`config.mk`:
```
export PLATFORM = sky130hd
export DESIGN_NAME = spi_regport
export DESIGN_NICKNAME = d
export VERILOG_FILES = /design/src/rtl/spi_rt_pkg.sv /design/src/rtl/spi_rt_sync.sv /design/src/rtl/spi_rt_shift.sv /design/src/rtl/spi_rt_ctrl.sv /design/src/rtl/spi_regport.sv
export SDC_FILE = /design/constraint.sdc
export NUM_CORES = 1
export LEC_CHECK = 0
export CORE_MARGIN = 2
export CORE_UTILIZATION = 52
export DETAILED_ROUTE_END_ITERATION = 12
export DONT_BUFFER_PORTS = 1
export HOLD_SLACK_MARGIN = 0.06
export PLACE_DENSITY = 0.64
export SETUP_SLACK_MARGIN = 0.3
export SLEW_MARGIN = 20
export SYNTH_ARGS = -nofsm -noshare
export SYNTH_HDL_FRONTEND = slang
export SYNTH_SLANG_ARGS = --single-unit
```
`constraint.sdc`:
```
create_clock -name clk -period 3.1 [get_ports clk]
set_input_delay 0.31 -clock clk [delete_from_list [all_inputs] [get_ports clk]]
set_output_delay 0.31 -clock clk [all_outputs]
set_load 0.01 [all_outputs]
```
`src/rtl/spi_rt_pkg.sv`:
```
package spi_rt_pkg;

  typedef enum logic [1:0] {
    PH_HDR  = 2'd0,
    PH_WAIT = 2'd1,
    PH_DATA = 2'd2,
    PH_DONE = 2'd3
  } phase_t;

  localparam int CMD_DIR_BIT = 7;

endpackage

```
`src/rtl/spi_rt_sync.sv`:
```
module spi_rt_sync #(
  parameter int STAGES = 2
) (
  input  logic clk,
  input  logic rst_n,
  input  logic sck,
  input  logic cs_n,
  input  logic mosi,
  output logic sck_rise,
  output logic sck_fall,
  output logic cs_act,
  output logic mosi_s
);

  logic [STAGES-1:0] sck_q;
  logic [STAGES-1:0] cs_q;
  logic [STAGES-1:0] mosi_q;
  logic              sck_d;

  // Equal-depth pipelines keep MOSI aligned with the SCK edge it belongs to.
  always_ff @(posedge clk or negedge rst_n) begin
    if (!rst_n) begin
      sck_q  <= '0;
      cs_q   <= '1;
      mosi_q <= '0;
      sck_d  <= 1'b0;
    end else begin
      sck_q  <= {sck_q[STAGES-2:0], sck};
      cs_q   <= {cs_q[STAGES-2:0], cs_n};
      mosi_q <= {mosi_q[STAGES-2:0], mosi};
      sck_d  <= sck_q[STAGES-1];
    end
  end

  assign cs_act   = ~cs_q[STAGES-1];
  assign mosi_s   = mosi_q[STAGES-1];
  assign sck_rise = cs_act &  sck_q[STAGES-1] & ~sck_d;
  assign sck_fall = cs_act & ~sck_q[STAGES-1] &  sck_d;

endmodule

```
`src/rtl/spi_rt_shift.sv`:
```
module spi_rt_shift #(
  parameter int BYTE_W = 8
) (
  input  logic              clk,
  input  logic              rst_n,
  input  logic              cs_act,
  input  logic              sck_rise,
  input  logic              sck_fall,
  input  logic              mosi_s,
  input  logic [BYTE_W-1:0] load_byte,
  input  logic              flag_en,
  input  logic              flag_val,
  output logic              byte_done,
  output logic [BYTE_W-1:0] rx_byte,
  output logic              byte_start,
  output logic              flag_slot,
  output logic              miso
);

  localparam int CNT_W = $clog2(BYTE_W);
  localparam logic [CNT_W-1:0] LAST_BIT = CNT_W'(BYTE_W - 1);

  logic [CNT_W-1:0]  bit_q,  bit_n;
  logic [BYTE_W-1:0] rx_q,   rx_n;
  logic [BYTE_W-1:0] tx_q,   tx_n;

  always_comb begin
    bit_n = bit_q;
    rx_n  = rx_q;
    tx_n  = tx_q;
    if (!cs_act) begin
      bit_n = '0;
      rx_n  = '0;
      tx_n  = '0;
    end else begin
      if (sck_rise) begin
        rx_n  = {rx_q[BYTE_W-2:0], mosi_s};
        bit_n = bit_q + 1'b1;
      end
      if (sck_fall) begin
        if (bit_q == '0) begin
          tx_n = load_byte;
        end else if (bit_q == LAST_BIT) begin
          // last bit of the byte: the status flag may replace it
          tx_n = {(flag_en ? flag_val : tx_q[BYTE_W-2]), tx_q[BYTE_W-3:0], 1'b0};
        end else begin
          tx_n = {tx_q[BYTE_W-2:0], 1'b0};
        end
      end
    end
  end

  always_ff @(posedge clk or negedge rst_n) begin
    if (!rst_n) begin
      bit_q <= '0;
      rx_q  <= '0;
      tx_q  <= '0;
    end else begin
      bit_q <= bit_n;
      rx_q  <= rx_n;
      tx_q  <= tx_n;
    end
  end

  assign byte_done  = cs_act & sck_rise & (bit_q == LAST_BIT);
  assign rx_byte    = {rx_q[BYTE_W-2:0], mosi_s};
  assign byte_start = cs_act & sck_fall & (bit_q == '0);
  assign flag_slot  = cs_act & sck_fall & (bit_q == LAST_BIT);
  assign miso       = tx_q[BYTE_W-1];

  // the returned bit only moves on a falling SCK while selected
  a_r2_miso_steady: assert property (@(posedge clk) disable iff (!rst_n)
    (cs_act && !sck_fall) |=> $stable(tx_q));

  // deselect leaves the bit position at the start of a byte
  a_r9_deselect_realign: assert property (@(posedge clk) disable iff (!rst_n)
    (!cs_act) |=> (bit_q == '0 && !miso));

endmodule

```
`src/rtl/spi_rt_ctrl.sv`:
```
module spi_rt_ctrl
  import spi_rt_pkg::*;
#(
  parameter int ADDR_W = 24,
  parameter int BYTE_W = 8,
  parameter int LEN_W  = 6
) (
  input  logic              clk,
  input  logic              rst_n,
  input  logic              cs_act,
  input  logic              byte_done,
  input  logic [BYTE_W-1:0] rx_byte,
  input  logic              byte_start,
  input  logic              flag_slot,
  input  logic              reg_ready,
  input  logic [BYTE_W-1:0] reg_rdata,
  output logic [BYTE_W-1:0] load_byte,
  output logic              flag_en,
  output logic              flag_val,
  output logic [ADDR_W-1:0] reg_addr,
  output logic [BYTE_W-1:0] reg_wdata,
  output logic              reg_wr,
  output logic              reg_rd
);

  localparam int HDR_BYTES = 1 + ADDR_W / BYTE_W;
  localparam int IDX_W     = $clog2(HDR_BYTES);
  localparam int REM_W     = LEN_W + 1;
  localparam logic [IDX_W-1:0] LAST_HDR = IDX_W'(HDR_BYTES - 1);
  localparam logic [REM_W-1:0] REM_ONE  = REM_W'(1);

  phase_t            ph_q,    ph_n;
  logic [IDX_W-1:0]  idx_q,   idx_n;
  logic              rd_q,    rd_n;
  logic [REM_W-1:0]  rem_q,   rem_n;
  logic [ADDR_W-1:0] addr_q,  addr_n;
  logic              go_q,    go_n;
  logic [BYTE_W-1:0] buf_q,   buf_n;
  logic              val_q,   val_n;
  logic              rpend_q, rpend_n;
  logic              wpend_q, wpend_n;
  logic [BYTE_W-1:0] wdat_q,  wdat_n;
  logic              accept;

  assign accept   = (rpend_q | wpend_q) & reg_ready;
  assign flag_en  = ((ph_q == PH_HDR) && (idx_q == LAST_HDR)) || (ph_q == PH_WAIT);
  assign flag_val = rd_q ? val_q : reg_ready;

  always_comb begin
    ph_n    = ph_q;
    idx_n   = idx_q;
    rd_n    = rd_q;
    rem_n   = rem_q;
    addr_n  = addr_q;
    go_n    = go_q;
    buf_n   = buf_q;
    val_n   = val_q;
    rpend_n = rpend_q;
    wpend_n = wpend_q;
    wdat_n  = wdat_q;

    // register-side completion
    if (accept) begin
      addr_n = addr_q + 1'b1;
      if (rpend_q) begin
        buf_n   = reg_rdata;
        val_n   = 1'b1;
        rpend_n = 1'b0;
      end else begin
        wpend_n = 1'b0;
      end
    end

    // ready flag decided on the last bit of a status byte
    if (flag_slot && flag_en) begin
      go_n = flag_val;
    end

    if (byte_done) begin
      unique case (ph_q)
        PH_HDR: begin
          idx_n = idx_q + 1'b1;
          if (idx_q == '0) begin
            rd_n  = rx_byte[CMD_DIR_BIT];
            rem_n = REM_W'(rx_byte[LEN_W-1:0]) + REM_ONE;
          end else begin
            addr_n = {addr_q[ADDR_W-BYTE_W-1:0], rx_byte};
          end
          if (idx_q == LAST_HDR) begin
            ph_n = go_q ? PH_DATA : PH_WAIT;
            if (rd_q) begin
              rpend_n = 1'b1;
            end
          end
        end
        PH_WAIT: begin
          if (go_q) begin
            ph_n = PH_DATA;
          end
        end
        PH_DATA: begin
          if (!rd_q) begin
            wdat_n  = rx_byte;
            wpend_n = 1'b1;
            rem_n   = rem_q - REM_ONE;
            if (rem_q == REM_ONE) begin
              ph_n = PH_DONE;
            end
          end
        end
        default: ;
      endcase
    end

    // read data handed to the shifter; next byte prefetched behind it
    if (byte_start && (ph_q == PH_DATA) && rd_q) begin
      val_n = 1'b0;
      rem_n = rem_q - REM_ONE;
      if (rem_q == REM_ONE) begin
        ph_n = PH_DONE;
      end else begin
        rpend_n = 1'b1;
      end
    end

    if (!cs_act) begin
      ph_n    = PH_HDR;
      idx_n   = '0;
      rd_n    = 1'b0;
      rem_n   = '0;
      addr_n  = '0;
      go_n    = 1'b0;
      buf_n   = '0;
      val_n   = 1'b0;
      rpend_n = 1'b0;
      wpend_n = 1'b0;
      wdat_n  = '0;
    end
  end

  always_ff @(posedge clk or negedge rst_n) begin
    if (!rst_n) begin
      ph_q    <= PH_HDR;
      idx_q   <= '0;
      rd_q    <= 1'b0;
      rem_q   <= '0;
      addr_q  <= '0;
      go_q    <= 1'b0;
      buf_q   <= '0;
      val_q   <= 1'b0;
      rpend_q <= 1'b0;
      wpend_q <= 1'b0;
      wdat_q  <= '0;
    end else begin
      ph_q    <= ph_n;
      idx_q   <= idx_n;
      rd_q    <= rd_n;
      rem_q   <= rem_n;
      addr_q  <= addr_n;
      go_q    <= go_n;
      buf_q   <= buf_n;
      val_q   <= val_n;
      rpend_q <= rpend_n;
      wpend_q <= wpend_n;
      wdat_q  <= wdat_n;
    end
  end

  assign load_byte = ((ph_q == PH_DATA) && rd_q) ? buf_q : '0;
  assign reg_addr  = addr_q;
  assign reg_wdata = wdat_q;
  assign reg_wr    = wpend_q;
  assign reg_rd    = rpend_q;

  // no register request survives a deselect
  a_r10_idle_no_req: assert property (@(posedge clk) disable iff (!rst_n)
    (!cs_act) |=> (!reg_rd && !reg_wr));

  // reads and writes are never requested together
  a_r5_single_req: assert property (@(posedge clk) disable iff (!rst_n)
    !(reg_rd && reg_wr));

  // each completed request advances the address by one
  a_r1_addr_step: assert property (@(posedge clk) disable iff (!rst_n)
    (cs_act && (reg_rd || reg_wr) && reg_ready) |=>
      (reg_addr == ADDR_W'($past(reg_addr) + 1'b1)));

  // the data phase always has bytes left to move
  a_r6_data_nonempty: assert property (@(posedge clk) disable iff (!rst_n)
    (ph_q == PH_DATA) |-> (rem_q != '0));

  // the go decision only changes at a status-bit slot
  a_r4_flag_held: assert property (@(posedge clk) disable iff (!rst_n)
    (cs_act && !(flag_slot && flag_en)) |=> $stable(go_q));

endmodule

```
`src/rtl/spi_regport.sv`:
```
module spi_regport #(
  parameter int ADDR_W      = 24,
  parameter int BYTE_W      = 8,
  parameter int LEN_W       = 6,
  parameter int SYNC_STAGES = 2
) (
  input  logic              clk,
  input  logic              rst_n,
  input  logic              spi_sck,
  input  logic              spi_cs_n,
  input  logic              spi_mosi,
  output logic              spi_miso,
  output logic [ADDR_W-1:0] reg_addr,
  output logic [BYTE_W-1:0] reg_wdata,
  output logic              reg_wr,
  output logic              reg_rd,
  input  logic [BYTE_W-1:0] reg_rdata,
  input  logic              reg_ready
);

  logic [1:0]        rst_pipe;
  logic              rst_s;
  logic              sck_rise, sck_fall, cs_act, mosi_s;
  logic              byte_done, byte_start, flag_slot;
  logic [BYTE_W-1:0] rx_byte, load_byte;
  logic              flag_en, flag_val;

  // asynchronous assert, synchronous release
  always_ff @(posedge clk or negedge rst_n) begin
    if (!rst_n) begin
      rst_pipe <= 2'b00;
    end else begin
      rst_pipe <= {rst_pipe[0], 1'b1};
    end
  end
  assign rst_s = rst_pipe[1];

  spi_rt_sync #(.STAGES(SYNC_STAGES)) u_sync (
    .clk      (clk),
    .rst_n    (rst_s),
    .sck      (spi_sck),
    .cs_n     (spi_cs_n),
    .mosi     (spi_mosi),
    .sck_rise (sck_rise),
    .sck_fall (sck_fall),
    .cs_act   (cs_act),
    .mosi_s   (mosi_s)
  );

  spi_rt_shift #(.BYTE_W(BYTE_W)) u_shift (
    .clk        (clk),
    .rst_n      (rst_s),
    .cs_act     (cs_act),
    .sck_rise   (sck_rise),
    .sck_fall   (sck_fall),
    .mosi_s     (mosi_s),
    .load_byte  (load_byte),
    .flag_en    (flag_en),
    .flag_val   (flag_val),
    .byte_done  (byte_done),
    .rx_byte    (rx_byte),
    .byte_start (byte_start),
    .flag_slot  (flag_slot),
    .miso       (spi_miso)
  );

  spi_rt_ctrl #(.ADDR_W(ADDR_W), .BYTE_W(BYTE_W), .LEN_W(LEN_W)) u_ctrl (
    .clk        (clk),
    .rst_n      (rst_s),
    .cs_act     (cs_act),
    .byte_done  (byte_done),
    .rx_byte    (rx_byte),
    .byte_start (byte_start),
    .flag_slot  (flag_slot),
    .reg_ready  (reg_ready),
    .reg_rdata  (reg_rdata),
    .load_byte  (load_byte),
    .flag_en    (flag_en),
    .flag_val   (flag_val),
    .reg_addr   (reg_addr),
    .reg_wdata  (reg_wdata),
    .reg_wr     (reg_wr),
    .reg_rd     (reg_rd)
  );

endmodule

```
==> results of run 1 <==
==> through the flow <==
stage	setup slack [ps]	util (%)
after global placement	1070	53.4
after global routing	903	56.5
after CTS	1050	56.2
final	1070	56.5
after detailed placement	1060	53.4
after floorplan	621	-
==> synthesized netlist by cell type (2+ instances only) <==
| cell type | n | area [um2] |
|---|---|---|
| dfrtp_1 | 81 | 2030 |
| nor2_1 | 56 | 210 |
| nand2_1 | 38 | 143 |
| a21oi_1 | 27 | 135 |
| nand3_1 | 26 | 130 |
| inv_1 | 23 | 86.3 |
| a211oi_2 | 21 | 263 |
| clkbuf_1 | 15 | 56.3 |
| xnor2_1 | 15 | 131 |
| xor2_1 | 14 | 123 |
| mux2i_1 | 13 | 130 |
| o21ai_0 | 11 | 55.1 |
| ha_1 | 9 | 113 |
| nor3_1 | 8 | 40.0 |
| a222oi_1 | 6 | 60.1 |
| buf_2 | 5 | 25.0 |
| nand2b_1 | 5 | 31.3 |
| nand4_1 | 5 | 31.3 |
| a211oi_1 | 4 | 30.0 |
| buf_6 | 4 | 45.0 |
| nor2b_1 | 4 | 25.0 |
| a31oi_1 | 3 | 18.8 |
| and3_1 | 3 | 18.8 |
| nor4_1 | 3 | 18.8 |
| o32ai_1 | 3 | 26.3 |
| a22o_1 | 2 | 17.5 |
| dfstp_2 | 2 | 52.6 |
| nand3b_1 | 2 | 15.0 |
| nor3b_1 | 2 | 15.0 |
==> cells by family after synthesis <==
kind of cell / count (synthesis)
buffers and inverters: 49
muxes: 13
AOI/OAI and AO/OA: 86
adders and majority gates: 9
and+or+nand+nor: 164
xor gates and xnor gates: 29
other: 1
DFF: 83
==> power groups by stage <==
stage,clock network [W],logic (W),registers [W]
after floorplan,0,0.0000385,0.00113
after global placement,0,0.0000390,0.00115
after detailed placement,0,0.0000387,0.00115
after CTS,0.000763,0.0000430,0.00113
after global routing,0.000809,0.0000684,0.00112
final,0.000741,0.0000596,0.00111
==> worst paths after layout <==
check | end | from | cells after the start
max in group asynchronous | u_sync.cs_q[0]$_DFF_PN1_ | rst_pipe[1]$_DFF_PN0_ | 1
setup / recovery | u_ctrl.reg_addr[22]$_DFF_PN0_ | u_ctrl.reg_rd$_DFF_PN0_ | 5
min in group asynchronous | rst_pipe[1]$_DFF_PN0_ | rst_n | 1
hold reg to reg | u_ctrl.reg_wdata[5]$_DFFE_PN0P_ | rst_pipe[1]$_DFF_PN0_ | 0
setup reg to reg | u_ctrl.reg_addr[22]$_DFF_PN0_ | u_ctrl.reg_rd$_DFF_PN0_ | 5
hold / removal | u_ctrl.buf_q[4]$_DFFE_PN0P_ | reg_rdata[4] | 2
==> critical path, delay by kind of cell, from the launching register on <==
kind             cells  cell delay (ps)
AO/OA/AOI/OAI        2              510
XOR/XNOR             1              170
flip-flops           1              740
AND/OR/NAND/NOR      2              520
==> final cells by class <==
class	instances	area, um2
clock buffer	9	124
sequential	83	2080
timing repair buffer	9	97.6
tap	105	131
inverter	23	86.3
clock inverter	7	60.1
fill	717	3540
multi-input combinational	302	2020
==> flip-flops by register name (all words and copies together) (netlist names), 2 cells and up <==
register / flops
u_ctrl.buf_q: 8
u_shift.bit_q: 3
u_ctrl.idx_q: 2
u_ctrl.rem_q: 7
u_ctrl.reg_addr: 24
u_sync.sck_q: 2
u_sync.mosi_q: 2
u_ctrl.ph_q: 2
u_sync.cs_q: 2
u_shift.rx_q: 7
u_shift.tx_q: 8
u_ctrl.reg_wdata: 8
rst_pipe: 2
==> metal layers <==
metal / up-vias / share of wire (%) / track usage, %
met5: - / 0 / 0
li1: 1505 / - / -
met2: 78 / 45 / 31.0
met4: 0 / 1.5 / 8.09
met3: 12 / 5.3 / 4.19
met1: 1513 / 48 / 28.7
==> timing repair <==
action | 4_1_cts | 5_1_grt
endpoints found under the setup margin | 0 | 0
hold buffers | 4 | 0
hold endpoints to repair | 5 | 0
==> cells in the final DEF, fill, tap and decap left out, drive strengths merged, types with 5 or more instances in the layout <==
cell,instances
inv,27
clkbuf,9
nor3,9
dfrtp,81
nand2b,7
nor2,58
xnor2,15
nand4,5
ha,9
a222oi,6
a21oi,28
mux2i,13
o21ai,11
xor2,14
nand3,27
nand2,38
buf,5
a211oi,25
==> metrics.cfg, run 1 <==
[run_status]
status=completed

[critical_path]
worstPathRequired_ps=3380
critPathCaptureType=flop
worstPathCellList=o2111ai_2 > nor3_4 > nand3_1 > xor2_1 > a211oi_2
rrSetupSlack_ps=1070
cpPeakStageDelay_ps=740
setup.worst_path.start_class=flop
cp_slowest_cell=dfrtp_1
critPathMaxFanout=16
critPathArrivalTime_ps=2310
path_class=reg -> reg

[die]
core_area_mm2=0.00813
chipHeight_um=95.1
design.portCount=49
rows=33
fp.dieW_um=95.1
start_util_pct=53.1
fp.dieArea_mm2=0.00905

[power]
p_sw_share_pct=25.9
power.total_w=0.00191
power.density_mw_per_mm2=416
p_seq_share_pct=58.1
p_int_w=0.00142
peakVddDrop_v=0.000247
clockPowerShare_pct=38.7
switching_power_w=0.000496
p_comb_share_pct=3.1
cellLeakagePower_nw=1.97

[clock_network]
ctsResizeCount=0
cts_tree=built
cts_buffers=9
cts_root_buf=clkbuf_8
clockBufferDepth=2
cts.sinks=83
cts_htree_levels=3
cts_setup_buffers=0
path_clk_slew_ps=90
worstSkewPairLatency_ps=360

[synthesis]
synthMuxAreaShare_pct=3.01
synth-async-reset-ratio_pct=100
yosys_warnings=0
ys_ff_latch=83
syn_nets=457
syn_area_mm2=0.00432
synth_fa_ha_area_share_pct=2.61
avgSynthCellArea_um2=9.95
synth_cell_type_count=53
synth_edf_count=0
syn_inst=434
yosys.area_share.xor_xnor_pct=5.88
synth_top_family_by_area=simple AND/OR/NAND/NOR gates
ys.flop_type=dfrtp_1
synth_compound_area_share_pct=16.3
yosysSeqAreaShare_pct=48.1
yosys.area_share.simple_pct=18.7

[grt]
grt_usage_pct=20.4
grt_pass1_vias=2953
grt.overflow.total=0
antenna_found_initial=0
grt_pass1_wl_mm=14.5
grt_max_degree=82

[timing]
tns_ps=0
finalHoldViolCount=0
period_needed_ps=2030
fmax_mhz=493
period_share_pct=65.4
hold_ws_ps=88.2
fin_worst_skew_ps=12.6
setup_viol_count_final=0
relSlewSlack_pct=49.4
rsz0062_at_grt=false
tightest_slew_ps=757
slew_viol_final=0

[hold_path]
hold_path.class=in -> reg

[drt]
drt_iter0_drc=143
vias=3108
wl_per_cell_um=15.9
dr.pass1.iters=4
antenna_left=0
drc_errors=0
via_per_inst=5.78
wl_mm=8.55

[cells_and_area]
layout.nets=451
syn_to_final_growth_pct=6.46
fin_area_mm2=0.00460
diodes=0
drive_gt1_share_pct=13.2
layout.cells.non_filler=538

[flow_run]
cap_violations=0

[place]
io_buffers=0
dp_hpwl_mm=5.57
place.gp.congestion=0.786
place_area_mm2=0.00435
place_inst=517

Power figures use the tool's default switching activity.
==> inputs of run 2 (changes only) <==
==> constraint.sdc (replaced) <==
create_clock -name clk -period 2 [get_ports clk]
set_input_delay 0.2 -clock clk [delete_from_list [all_inputs] [get_ports clk]]
set_output_delay 0.2 -clock clk [all_outputs]
set_load 0.01 [all_outputs]
==> metrics.cfg, run 2 (synthesis results as in run 1) <==
[run_status]
status=completed

[place]
dp_hpwl_mm=6.14
place.gp.congestion=0.829
io_buffers=0
pre_cts_slack_ps=96.3

[clock_network]
worstSkewPairLatency_ps=350
cts.sinks=83
cts_tree=built
clockBufferDepth=2
path_clk_slew_ps=80
cts_htree_levels=3
cts_root_buf=clkbuf_8
cts_buffers=9

[die]
fp.dieW_um=95.1
core_area_mm2=0.00813
fp.dieArea_mm2=0.00905
chipHeight_um=95.1
start_util_pct=53.1
rows=33
design.portCount=49

[grt]
grt.overflow.total=0
grt_use_met1_pct=31.1
grt.met3_usage_pct=4.03
grt_pass1_wl_mm=16.0
top_usage_layer=met2
antenna_found_initial=0
grt_usage_pct=22.6
gr-usage-met2_pct=36.3
grt_pass1_vias=3199
grt_max_degree=57

[cells_and_area]
final_common_cell=dfrtp_1
multi_input_area_mm2=0.00218
seq_area_mm2=0.00209
layout.nets=502
largest_reg_flops=24
diodes=0
drive_gt1_share_pct=25.4
mostFrequentLayoutCells=dfrtp_1, nor2_1, nand2_1, buf_4, a21oi_1
syn_to_final_growth_pct=22.2
nFillCells=661

[flow_run]
cap_violations=0

[critical_path]
rr_startpoint=u_shift.bit_q[0]$_DFFE_PN0P_
setup.worst_path.start_class=flop
cp_slowest_cell=dfrtp_1
cpPeakStageDelay_ps=380
startpoint=u_shift.bit_q[0]$_DFFE_PN0P_
reg2reg_to=u_ctrl.reg_addr[23]$_DFF_PN0_
critPathTopFamily=simple AND/OR/NAND/NOR gates
critical_path_buf_inv_count=1
worstPathRequired_ps=2240
path_class=reg -> reg
worstPathCellList=ha_2 > ha_4 > nand2b_1 > nor4_4 > nand2b_4 > clkbuf_16 > a211oi_1
critPathArrivalTime_ps=2020
critPathCaptureType=flop
r2r_cells=7
critPathMaxFanout=12
rrSetupSlack_ps=230

[power]
power.density_mw_per_mm2=583
peakVddDrop_v=0.000386
cellLeakagePower_nw=2.21

[timing]
fin_worst_skew_ps=15.1
fmax_mhz=564
rsz0062_at_grt=true
period_share_pct=88.7
finalHoldViolCount=0
period_needed_ps=1770
relSlewSlack_pct=51.2
setup_viol_count_final=0
fin_ws_ps=226
tightest_slew_ps=733
slew_viol_final=0
tns_ps=0

[drt]
drc_errors=0
vias=3346
antenna_left=0
wl_mm=10.3
wl_per_cell_um=17.5
drt_iter0_drc=140
via_per_inst=5.68
dr.pass1.iters=6

[hold_path]
hold_path.class=in -> reg
min_to=u_ctrl.reg_wr$_DFF_PN0_
hold_depth=3
min_from=reg_ready

-- run 2: cell count changes in the layout (fill, tap and decap cells not counted), sizes merged --
cell / previous run / this run
clkinv: 3 / 2
dlygate4sd3: 4 / 22
clkinvlp: 0 / 1
inv: 27 / 25
buf: 5 / 36
bufinv: 0 / 1
clkbuf: 9 / 12
-- run 2: what timing repair did --
item,4_1_cts,5_1_grt
hold buffers,22,0
pin swaps,4,11
cloned,1,4
endpoints found under the hold margin,14,0
endpoints found under the setup margin,46,48
gates resized for setup,20,32
buffers inserted,7,5
-- run 2: per-layer routing --
metal  up-vias  routed length, um
li1       1596                  -
met1      1662               4720
met2        76               5060
met3        12                395
met4         0                125
met5         -                  0
-- run 2: where the power goes --
part	switching (W)	total, W	internal, W
logic	0.0000759	0.000124	0.0000477
clock network	0.000641	0.00123	0.000591
registers	0.0000286	0.00172	0.00169
-- run 2: worst min-delay path, cell delays in order --
cell     delay (ps)
inv_1            40
o21ai_0         140
a21oi_1          70
-- run 2: layout make-up --
type                    instances  share of cell area (%)
inverters                      23                    1.64
well taps                     105                    2.49
repair buffers                 60                    11.1
multi-input cells             302                    41.3
clock inverters                 6                    1.38
clock buffers                  10                    2.42
flip-flops and latches         83                    39.6
-- run 2: metrics by stage --
stage | instance area (um2) | hold slack [ps] | util, % | power, W | instances
floorplan | 4320 | -95.6 | - | 0.00182 | 434
global placement | 4500 | -95.6 | 55.3 | 0.00185 | 534
detailed placement | 4500 | -95.5 | 55.3 | 0.00185 | 534
CTS | 5050 | 129 | 62.1 | 0.00311 | 580
global route | 5280 | 167 | 64.9 | 0.00320 | 589
finish | 5280 | 134 | 64.9 | 0.00308 | 589
-- run 2: worst max path at each step --
stage	end	cells after the start	slack, ps
after CTS	u_ctrl.rem_q[2]$_DFFE_PN0P_	8	280
after floorplan	u_ctrl.rem_q[6]$_DFFE_PN0P_	8	310
after global routing	u_ctrl.reg_addr[1]$_DFF_PN0_	7	160
final	u_ctrl.reg_addr[23]$_DFF_PN0_	7	230
after detailed placement	u_ctrl.reg_wdata[7]$_DFFE_PN0P_	7	100
after global placement	u_ctrl.reg_wdata[7]$_DFFE_PN0P_	7	210
